[config.mk]
export PLATFORM = sky130hd
export DESIGN_NAME = thread_ctx_sel
export DESIGN_NICKNAME = d
export VERILOG_FILES = /design/src/rtl/ctx_sel_pkg.sv /design/src/rtl/ctx_regfile.sv /design/src/rtl/ctx_stall_track.sv /design/src/rtl/ctx_issue_fsm.sv /design/src/rtl/thread_ctx_sel.sv
export SDC_FILE = /design/constraint.sdc
export NUM_CORES = 2
export LEC_CHECK = 0
export BUFFER_PORTS_ARGS = -buffer_cell sky130_fd_sc_hd__clkbuf_2
export CORE_AREA = 4 4 321 323
export DETAILED_ROUTE_END_ITERATION = 16
export DIE_AREA = 0 0 325 327
export PLACE_DENSITY = 0.68
export SLEW_MARGIN = 20
export SYNTH_ARGS = -nofsm -noshare
export SYNTH_HDL_FRONTEND = slang
export SYNTH_SLANG_ARGS = --single-unit
[constraint.sdc]
create_clock -name clk -period 9.8 [get_ports clk]
set_input_delay 0.49 -clock clk [delete_from_list [all_inputs] [get_ports clk]]
set_output_delay 0.49 -clock clk [all_outputs]
set_load 0.02 [all_outputs]
[src/rtl/ctx_sel_pkg.sv]
package ctx_sel_pkg;

    localparam int NTH = 2;

    typedef enum logic [1:0] {
        S_RUN_A = 2'd0,
        S_RUN_B = 2'd1,
        S_IDLE  = 2'd2
    } ctx_st_e;

    typedef logic [NTH-1:0] th_vec_t;

    function automatic ctx_st_e run_state(input logic t);
        return t ? S_RUN_B : S_RUN_A;
    endfunction

endpackage

[src/rtl/ctx_regfile.sv]
module ctx_regfile #(
    parameter int DATA_W = 32,
    parameter int NREGS  = 16
) (
    input  logic                     clk,
    input  logic                     rst_n,
    input  logic                     we,
    input  logic [$clog2(NREGS)-1:0] waddr,
    input  logic [DATA_W-1:0]        wdata,
    input  logic [$clog2(NREGS)-1:0] ra0,
    input  logic [$clog2(NREGS)-1:0] ra1,
    output logic [DATA_W-1:0]        rd0,
    output logic [DATA_W-1:0]        rd1
);
    logic [DATA_W-1:0] regs_q [NREGS];

    always_ff @(posedge clk) begin
        if (!rst_n) begin
            for (int i = 0; i < NREGS; i++) regs_q[i] <= '0;
        end else if (we) begin
            regs_q[waddr] <= wdata;
        end
    end

    always_comb begin
        rd0 = regs_q[ra0];
        rd1 = regs_q[ra1];
    end

    AST_WRITE_LANDS: assert property (@(posedge clk) disable iff (!rst_n)
        we |=> (regs_q[$past(waddr)] == $past(wdata)));

endmodule

[src/rtl/ctx_stall_track.sv]
module ctx_stall_track (
    input  logic clk,
    input  logic rst_n,
    input  logic miss,
    input  logic done,
    output logic pend_q,
    output logic pend_nx
);
    always_comb pend_nx = miss | (pend_q & ~done);

    always_ff @(posedge clk) begin
        if (!rst_n) pend_q <= 1'b0;
        else        pend_q <= pend_nx;
    end

    AST_MISS_SETS_PEND: assert property (@(posedge clk) disable iff (!rst_n)
        miss |=> pend_q);

    AST_DONE_CLEARS: assert property (@(posedge clk) disable iff (!rst_n)
        (done && !miss) |=> !pend_q);

endmodule

[src/rtl/ctx_issue_fsm.sv]
module ctx_issue_fsm
    import ctx_sel_pkg::*;
(
    input  logic    clk,
    input  logic    rst_n,
    input  th_vec_t rdy,
    input  th_vec_t cls,
    input  th_vec_t miss,
    input  th_vec_t bpm,
    input  th_vec_t done,
    input  logic    dual_en,
    input  th_vec_t pend,
    input  th_vec_t pend_nx,
    output logic    act_o,
    output th_vec_t issue,
    output logic    idle_o
);
    ctx_st_e st_q, st_nx;
    logic    last_q;
    logic    cur;

    // current context as seen by the transition logic
    always_comb begin
        unique case (st_q)
            S_RUN_A: cur = 1'b0;
            S_RUN_B: cur = 1'b1;
            default: cur = last_q;
        endcase
    end

    // state register
    always_ff @(posedge clk) begin
        if (!rst_n) begin
            st_q   <= S_RUN_A;
            last_q <= 1'b0;
        end else begin
            st_q <= st_nx;
            if (st_q != S_IDLE) last_q <= cur;
        end
    end

    // transitions: switch, return, park, wake
    always_comb begin
        logic o;
        o     = ~cur;
        st_nx = st_q;
        unique case (st_q)
            S_RUN_A, S_RUN_B: begin
                if (pend_nx[cur] || bpm[cur]) begin
                    if (!pend_nx[o])      st_nx = run_state(o);
                    else if (pend_nx[cur]) st_nx = S_IDLE;
                end else if (done[o] && pend[o] && !pend_nx[o]) begin
                    st_nx = run_state(o);
                end
            end
            S_IDLE: begin
                if (!pend_nx[0] && !pend_nx[1]) st_nx = run_state(~last_q);
                else if (!pend_nx[0])          st_nx = S_RUN_A;
                else if (!pend_nx[1])          st_nx = S_RUN_B;
            end
            default: st_nx = S_RUN_A;
        endcase
    end

    // outputs
    always_comb begin
        logic a, o, ok_a, ok_o;
        a      = cur;
        o      = ~cur;
        idle_o = 1'b0;
        act_o  = cur;
        issue  = '0;
        ok_a   = 1'b0;
        ok_o   = 1'b0;
        unique case (st_q)
            S_RUN_A, S_RUN_B: begin
                ok_a = rdy[a] & ~pend[a] & ~miss[a] & ~bpm[a];
                ok_o = dual_en & ok_a & rdy[o] & ~pend[o] & ~miss[o] & ~bpm[o]
                       & (cls[o] != cls[a]);
                issue[a] = ok_a;
                issue[o] = ok_o;
            end
            S_IDLE:  idle_o = 1'b1;
            default: idle_o = 1'b0;
        endcase
    end

    AST_ACTIVE_NOT_PENDING: assert property (@(posedge clk) disable iff (!rst_n)
        (st_q != S_IDLE) |-> !pend[cur]);

    AST_SWITCH_ON_STALL: assert property (@(posedge clk) disable iff (!rst_n)
        (st_q == S_RUN_A && (miss[0] || bpm[0]) && !pend[1] && !miss[1])
        |=> (st_q == S_RUN_B));

    AST_IDLE_BOTH_PARKED: assert property (@(posedge clk) disable iff (!rst_n)
        (st_q == S_IDLE) |-> (pend[0] && pend[1]));

    AST_WAKE_FAIR: assert property (@(posedge clk) disable iff (!rst_n)
        (st_q == S_IDLE && !last_q && !pend_nx[0] && !pend_nx[1])
        |=> (st_q == S_RUN_B));

endmodule

[src/rtl/thread_ctx_sel.sv]
module thread_ctx_sel
    import ctx_sel_pkg::*;
#(
    parameter int DATA_W = 32,
    parameter int NREGS  = 16
) (
    input  logic                     clk,
    input  logic                     rst_n,
    input  logic [1:0]               th_rdy,
    input  logic [1:0]               th_cls,
    input  logic [1:0]               th_miss,
    input  logic [1:0]               th_bpm,
    input  logic [1:0]               th_done,
    input  logic                     dual_en,
    input  logic [$clog2(NREGS)-1:0] rd0_addr,
    output logic [DATA_W-1:0]        rd0_data,
    input  logic [$clog2(NREGS)-1:0] rd1_addr,
    output logic [DATA_W-1:0]        rd1_data,
    input  logic                     wr_en,
    input  logic                     wr_ctx,
    input  logic [$clog2(NREGS)-1:0] wr_addr,
    input  logic [DATA_W-1:0]        wr_data,
    output logic                     act_ctx,
    output logic [1:0]               issue,
    output logic                     idle
);
    th_vec_t           pend, pend_nx;
    logic [DATA_W-1:0] rd0_c [NTH];
    logic [DATA_W-1:0] rd1_c [NTH];

    for (genvar t = 0; t < NTH; t++) begin : g_ctx
        ctx_stall_track u_trk (
            .clk     (clk),
            .rst_n   (rst_n),
            .miss    (th_miss[t]),
            .done    (th_done[t]),
            .pend_q  (pend[t]),
            .pend_nx (pend_nx[t])
        );

        ctx_regfile #(.DATA_W(DATA_W), .NREGS(NREGS)) u_rf (
            .clk   (clk),
            .rst_n (rst_n),
            .we    (wr_en && (wr_ctx == 1'(t))),
            .waddr (wr_addr),
            .wdata (wr_data),
            .ra0   (rd0_addr),
            .ra1   (rd1_addr),
            .rd0   (rd0_c[t]),
            .rd1   (rd1_c[t])
        );
    end

    ctx_issue_fsm u_fsm (
        .clk     (clk),
        .rst_n   (rst_n),
        .rdy     (th_rdy),
        .cls     (th_cls),
        .miss    (th_miss),
        .bpm     (th_bpm),
        .done    (th_done),
        .dual_en (dual_en),
        .pend    (pend),
        .pend_nx (pend_nx),
        .act_o   (act_ctx),
        .issue   (issue),
        .idle_o  (idle)
    );

    always_comb begin
        rd0_data = rd0_c[act_ctx];
        rd1_data = rd1_c[act_ctx];
    end

    AST_PEND_NO_ISSUE: assert property (@(posedge clk) disable iff (!rst_n)
        (issue & pend) == 2'b00);

    AST_DUAL_NEEDS_MIX: assert property (@(posedge clk) disable iff (!rst_n)
        (issue == 2'b11) |-> (dual_en && th_cls[0] != th_cls[1]));

    AST_IDLE_QUIET: assert property (@(posedge clk) disable iff (!rst_n)
        idle |-> (issue == 2'b00));

endmodule

* Word-level counts from Yosys, hierarchy flattened
Memory sizes are Yosys's and may differ from the RTL's.
Index checks and enable logic that the tools add are counted.
** Operators by class
- Magnitude comparators :: 5
- Eq/ne operators :: 7
- Multiplexer cells :: 63
- Bitwise operators :: 25
- Reduce and logical (&&, ||, !) cells :: 16
** Operator list (number)
- $mux 32 :: 8
- $reduce_or 32->1 :: 2
- $mux 1 :: 40
- $mux 2 :: 8
- $and 1x1->1 :: 11
- $not 1->1 :: 10
- $mux 4 :: 2
- $ne 4x3->1 const B :: 2
- $logic_and 1x1->1 :: 7
- $lt 1x2->1 const B :: 2
- $pmux 2 s2 :: 1
- $logic_not 1->1 :: 3
- $ne 3x1->1 const B :: 1
- $reduce_and 3->1 :: 1
- $and 2x2->2 :: 1
- $bwmux 2 :: 1
- $demux 1 s1 :: 2
- $eq 2x1->1 const B :: 1
- $eq 2x2->1 const B :: 1
- $ge 1x1->1 const B :: 2
- $ge 2x2->1 const B :: 1
- $logic_not 2->1 :: 1
- $ne 2x2->1 const B :: 1
- $not 1->2 :: 1
- 5 further kinds :: 6
** Word-level totals
- Flip-flop bits (word level) :: 5
- Memory bits (writable) :: 1024
- Bits of input ports :: 59
- Output and inout bits :: 68
- Word-level logic and storage cells :: 122
- Memories :: 2
** Memories
- g_ctx[0].u_rf.regs_q :: depth 16, bits a word 32, read ports 2, clocked after Yosys merged registers in 0, write ports 16, RTL line ctx_regfile.sv:15 : logic [DATA_W-1:0] regs_q [NREGS];
- g_ctx[1].u_rf.regs_q :: depth 16, bits a word 32, read ports 2, clocked after Yosys merged registers in 0, write ports 16, RTL line ctx_regfile.sv:15

* Depth between registers and ports, before layout
- Word-level depth :: 16
- Gate-level depth with buffers :: 8
- Gate-level depth less buffers :: 6

* By module
Synthesis repeated with hierarchy kept, for this count alone.
** Unflattened totals
- Cell total of the unflattened synthesis :: 3487
- Area total of the unflattened synthesis :: 54512.3 um2
** Modules (own cells, without submodules)
- ctx_regfile (g_ctx[0].u_rf) :: times used 1, cells an instance 1687, area an instance 26546.7 um2, sequential area each 15374.7 um2
- ctx_regfile (g_ctx[1].u_rf) :: times used 1, cells an instance 1687, area an instance 26529.2 um2, sequential area each 15374.7 um2
- thread_ctx_sel :: times used 1, cells an instance 73, area an instance 1089.8 um2, sequential area each 0.0 um2
- ctx_issue_fsm :: times used 1, cells an instance 32, area an instance 251.5 um2, sequential area each 60.1 um2
- ctx_stall_track :: times used 2, cells an instance 4, area an instance 47.5 um2, sequential area each 20.0 um2

* Least setup slack after synthesis
No wires, ideal clock.
- Kind :: in2reg
- Start point :: input wr_addr[1]
- End point :: memory g_ctx[0].u_rf.regs_q[5][0] (enable)
- Data arrival time :: 3.751 ns
- Setup slack :: 5.584 ns
- Stages :: 6
- Cell sequence :: clkbuf_1 > nand2b_1 > clkbuf_1 > or3_1 > clkbuf_1 > o21ai_0
** RTL lines
- from (decl) :: RTL line thread_ctx_sel.sv:21 : input logic [$clog2(NREGS)-1:0] wr_addr,
- to (decl) :: RTL line ctx_regfile.sv:15

* Worst setup path in the final report
- Start point :: register u_fsm.st_q[1]
- End point :: output rd1_data[15]
** On the way
- Cells in the longest elaborated chain, start to end :: 6
- Elaborated cells on any way between the ends :: 7
- Those cells by class :: eq/ne (1); mux (4); bitwise (1); reduce/logical (1)
** Ends and longest elaborated chain
- from (decl) :: RTL line ctx_issue_fsm.sv:18 : ctx_st_e st_q, st_nx;
- from (signal assigned) :: RTL line ctx_issue_fsm.sv:37 : st_q <= st_nx;
- $eq 2x1->1 / $logic_not 2->1 (equally long branches)
- $pmux 1 s2 (*) :: RTL line ctx_issue_fsm.sv:24 : unique case (st_q)
- $not 1->2 (implied by the code) (*) :: RTL line thread_ctx_sel.sv:72 : rd1_data = rd1_c[act_ctx];
- $mux 32 (implied by the code) (*) (3 in series) :: RTL line thread_ctx_sel.sv:72
- to (decl) :: RTL line thread_ctx_sel.sv:18 : output logic [DATA_W-1:0] rd1_data,
Every way passes the cells marked *; elsewhere a longest branch is shown, timed or not. The select of a mux whose other input is x is not followed.

==> metrics.txt <==
# TYPE chip_impl_metric gauge
chip_impl_info{name="status",value="complete, no violations"} 1
chip_impl_metric{name="routed_wire_length_per_instance",unit="um"} 37.6
chip_impl_metric{name="slew_headroom",unit=""} 0.201
chip_impl_metric{name="detailed_place.area",unit="um^2"} 56600
chip_impl_metric{name="overall_global_routing_resource_usage",unit=""} 0.329
chip_impl_info{name="critical_path_class",value="register to output port"} 1
chip_impl_metric{name="yosys-mux-area-fraction",unit=""} 0.277
chip_impl_metric{name="timing_worst_slew_pin_value",unit="ps"} 1190
chip_impl_info{name="slowest_cell_on_the_critical_path",value="sky130_fd_sc_hd__buf_4"} 1
chip_impl_metric{name="dp_worst_setup_slack",unit="ps"} 5250
chip_impl_metric{name="final-instance-count-excl-fill",unit=""} 4604
chip_impl_metric{name="postLayoutSetupSlackWorst",unit="ps"} 4580
chip_impl_metric{name="netlist-cell-type-count",unit=""} 37
chip_impl_metric{name="design_area",unit="um^2"} 60200
chip_impl_metric{name="cts-resized-gates",unit=""} 0
chip_impl_metric{name="worst-endpoint-required",unit="ps"} 9310
chip_impl_metric{name="syn_inst",unit=""} 3246
chip_impl_metric{name="synth-compound-area-share",unit=""} 0.00366
chip_impl_metric{name="timing.max_cap.violations",unit=""} 0
chip_impl_metric{name="num-fill-cells",unit=""} 7237
chip_impl_metric{name="synth_area",unit="um^2"} 54700
chip_impl_metric{name="grt_antenna_before_repair",unit=""} 13
chip_impl_metric{name="cts.hold.buffers_added",unit=""} 0
chip_impl_metric{name="hpwlAfterDp",unit="um"} 93900
chip_impl_info{name="clock_tree.root_cell",value="sky130_fd_sc_hd__clkbuf_16"} 1
chip_impl_metric{name="grt.overflow.total",unit=""} 0
chip_impl_metric{name="postSynth.asyncResetShare",unit=""} 0
chip_impl_metric{name="drive_gt1_frac",unit=""} 0.347
chip_impl_metric{name="power.ir.vdd_worst",unit="mV"} 0.145
chip_impl_metric{name="p_total",unit="mW"} 11.3
chip_impl_metric{name="routed_wirelength",unit="um"} 173000
chip_impl_metric{name="dieHeight",unit="um"} 327
chip_impl_info{name="critical_path.most_common_cell",value="sky130_fd_sc_hd__buf_4"} 1
chip_impl_info{name="critical_path.top_delay_family",value="buffers and inverters"} 1
chip_impl_metric{name="critical_path_buf_inv_count",unit=""} 3
chip_impl_metric{name="setup_viol",unit=""} 0
chip_impl_metric{name="ys_seq_elements",unit=""} 1029
chip_impl_metric{name="achievable-frequency",unit="MHz"} 191
chip_impl_metric{name="power-per-cell-area",unit="nW/um^2"} 188
chip_impl_metric{name="grt_pass1_vias",unit=""} 33600
chip_impl_metric{name="io_pins",unit=""} 127
chip_impl_metric{name="synth.net_count",unit=""} 3305
chip_impl_info{name="rsz0062_at_grt",value="no"} 1
chip_impl_info{name="hold_path_class",value="primary input to register"} 1
chip_impl_metric{name="htreeDepth",unit=""} 3
chip_impl_metric{name="max_root_sink_buffers",unit=""} 3
chip_impl_metric{name="drt.antenna.violating_nets",unit=""} 0
chip_impl_info{name="dominant_combinational_cell_family_by_area_after_synthesis",value="multiplexers"} 1
chip_impl_metric{name="yosys.area_share.simple",unit=""} 0.126
chip_impl_metric{name="grt_pass1_wl",unit="um"} 247000
chip_impl_metric{name="syn_area_per_cell",unit="um^2"} 16.9
chip_impl_metric{name="drtPass1Iterations",unit=""} 8
chip_impl_info{name="synthMostInstantiatedCell",value="sky130_fd_sc_hd__and2_1"} 1
chip_impl_metric{name="drtIter0Drc",unit=""} 4936
chip_impl_info{name="timing.critical_path.to_type",value="output port"} 1
chip_impl_metric{name="synthAdderAreaFrac",unit=""} 0
chip_impl_metric{name="flow.area_growth_from_synthesis",unit="%"} 10.0
chip_impl_metric{name="slew_viol_final",unit=""} 0
chip_impl_info{name="worstSetupStartpointType",value="register"} 1
chip_impl_metric{name="share_of_the_synthesized_area_in_the_top_cell_type",unit=""} 0.562
chip_impl_metric{name="floorplan.rows",unit=""} 116
chip_impl_metric{name="finalCoreUtilization",unit=""} 0.603
chip_impl_metric{name="area_share_of_xor_xnor_cells_in_the_synthesized_design",unit=""} 0.000160
chip_impl_metric{name="layout_worst_path_cycle_share",unit=""} 0.533
chip_impl_metric{name="power.static_leakage",unit="nW"} 20.3
chip_impl_metric{name="synth-warning-count",unit=""} 0
chip_impl_metric{name="finalWeightedCongestion",unit=""} 0.845
chip_impl_metric{name="clk-insertion-delay-late",unit="ps"} 680
chip_impl_metric{name="worstPathMaxFanout",unit=""} 43
chip_impl_metric{name="synth_edf_count",unit=""} 1024
chip_impl_metric{name="core_region_area",unit="um^2"} 99900
chip_impl_metric{name="vias_per_cell",unit=""} 7.05
chip_impl_metric{name="tritoncts.num_buffers",unit=""} 110
chip_impl_info{name="synth_top_flop_cell",value="sky130_fd_sc_hd__edfxtp_1"} 1
chip_impl_metric{name="fin_worst_hold_slack",unit="ps"} 216
chip_impl_metric{name="clk_transition_reported_paths",unit="ps"} 60
chip_impl_metric{name="initial_utilization",unit=""} 0.548
chip_impl_metric{name="io_buffer_count",unit=""} 126
chip_impl_metric{name="seq_area_frac_synth",unit=""} 0.564
chip_impl_info{name="yosys-top-cells-area",value="sky130_fd_sc_hd__edfxtp_1 56%, sky130_fd_sc_hd__mux4_2 26%, sky130_fd_sc_hd__and2_1 12%"} 1
chip_impl_info{name="cts_tree",value="done"} 1
chip_impl_metric{name="floorplan.die_area",unit="um^2"} 106000
chip_impl_metric{name="placedCellCount",unit=""} 4400
chip_impl_metric{name="post_cts.repair.setup_buffers",unit=""} 0
chip_impl_metric{name="worstPathArrival",unit="ps"} 4730
chip_impl_metric{name="route.detailed.drc",unit=""} 0
chip_impl_info{name="synth_area_leader_cell",value="sky130_fd_sc_hd__edfxtp_1"} 1
chip_impl_metric{name="crit_path_max_incr_delay",unit="ps"} 870
chip_impl_metric{name="setup_total_negative_slack",unit="ps"} 0
chip_impl_metric{name="min_period",unit="ps"} 5220
chip_impl_metric{name="pin_count_of_the_biggest_net_entering_global_routing",unit=""} 104
chip_impl_info{name="timing.critical_path.cells",value="mux2i_4 > buf_4 > buf_4 > mux4_2 > mux2_2 > clkbuf_2"} 1
chip_impl_metric{name="via_count",unit=""} 32400
chip_impl_metric{name="total_nets_final",unit=""} 3273
chip_impl_metric{name="chipWidth",unit="um"} 325
chip_impl_metric{name="hold_violations",unit=""} 0
chip_impl_info{name="synth_common_cells",value="1,026 x sky130_fd_sc_hd__and2_1, 1,024 x sky130_fd_sc_hd__edfxtp_1, 640 x sky130_fd_sc_hd__mux4_2"} 1
chip_impl_metric{name="fin_skew",unit="ps"} 0.378
chip_impl_metric{name="cts_num_sinks",unit=""} 1029
[cell families (layout without fill, tap and decap cells)]
group,Yosys count,in the layout
xor gates and xnor gates,1,1
other,0,7
DFF,1029,1029
muxes,706,706
buffers and inverters,358,411
AOI/OAI and AO/OA,36,36
and+or+nand+nor,1116,1116
[power by group]
group,total (mW),switching [mW],internal [mW]
sequential,5.21,0.124,5.08
clock,4.21,1.76,2.45
combinational,1.91,1.03,0.876
total,11.3,2.91,8.40
[area by class of cell]
cell class,instances,area [um^2],share of cell area
multi-input cells,1859,22800,0.378
flip-flops and latches,1029,30800,0.512
clock buffers,128,2910,0.0483
inverters,2,7.51,0.000125
well taps,1298,1620,0.0270
repair buffers,212,1340,0.0223
clock inverters,69,679,0.0113
diodes,7,17.5,0.000291
[layer usage]
metal,track usage,vias up,part of all wire
met3,0.0813,468,0.12
met1,0.440,17000,0.35
met5,0,-,0.000075
li1,-,12600,-
met4,0.135,2,0.045
met2,0.525,2346,0.48
[flip-flops by register name (all words and copies together), names as in the netlist]
signal / count
g_ctx.u_rf.regs_q: 1024
g_ctx.u_trk.pend_q: 2
u_fsm.last_q: 1
u_fsm.st_q: 2
[tightest hold or removal path, cell delays in order]
cell and delay, ps:
sky130_fd_sc_hd__clkbuf_2 140, sky130_fd_sc_hd__nor2_1 110, sky130_fd_sc_hd__nor2b_1 110
[worst paths after layout]
| kind | slack (ps) | to | from | depth (start not counted) |
|---|---|---|---|---|
| max | 4580 | rd1_data[15] | u_fsm.st_q[1]$_SDFFE_PN0P_ | 6 |
| min | 220 | g_ctx[0].u_trk.pend_q$_SDFF_PN0_ | th_miss[0] | 3 |
| max reg2reg | 6610 | u_fsm.st_q[0]$_SDFFE_PN0P_ | u_fsm.st_q[1]$_SDFFE_PN0P_ | 6 |
| min reg2reg | 600 | u_fsm.st_q[0]$_SDFFE_PN0P_ | u_fsm.st_q[0]$_SDFFE_PN0P_ | 2 |
[layout by cell type (no fill, tap or decap), types with 4 or more instances in the layout]
cell	instances
sky130_fd_sc_hd__edfxtp_1	1024
sky130_fd_sc_hd__nor3_2	6
sky130_fd_sc_hd__bufinv_16	13
sky130_fd_sc_hd__diode_2	7
sky130_fd_sc_hd__clkinv_1	20
sky130_fd_sc_hd__buf_4	87
sky130_fd_sc_hd__and2_1	1026
sky130_fd_sc_hd__clkbuf_2	119
sky130_fd_sc_hd__nor2b_1	6
sky130_fd_sc_hd__nor3_1	4
sky130_fd_sc_hd__nand2b_2	8
sky130_fd_sc_hd__clkinv_2	27
sky130_fd_sc_hd__nor2_4	24
sky130_fd_sc_hd__o21ai_4	24
sky130_fd_sc_hd__dfxtp_1	5
sky130_fd_sc_hd__clkbuf_16	114
sky130_fd_sc_hd__mux2_2	64
sky130_fd_sc_hd__nor2_1	7
sky130_fd_sc_hd__clkinvlp_4	6
sky130_fd_sc_hd__nand2b_1	6
sky130_fd_sc_hd__clkbuf_1	14
sky130_fd_sc_hd__o21ai_0	5
sky130_fd_sc_hd__buf_8	4
sky130_fd_sc_hd__mux4_2	640
sky130_fd_sc_hd__nand2_1	9
Power figures use the tool's default switching activity.
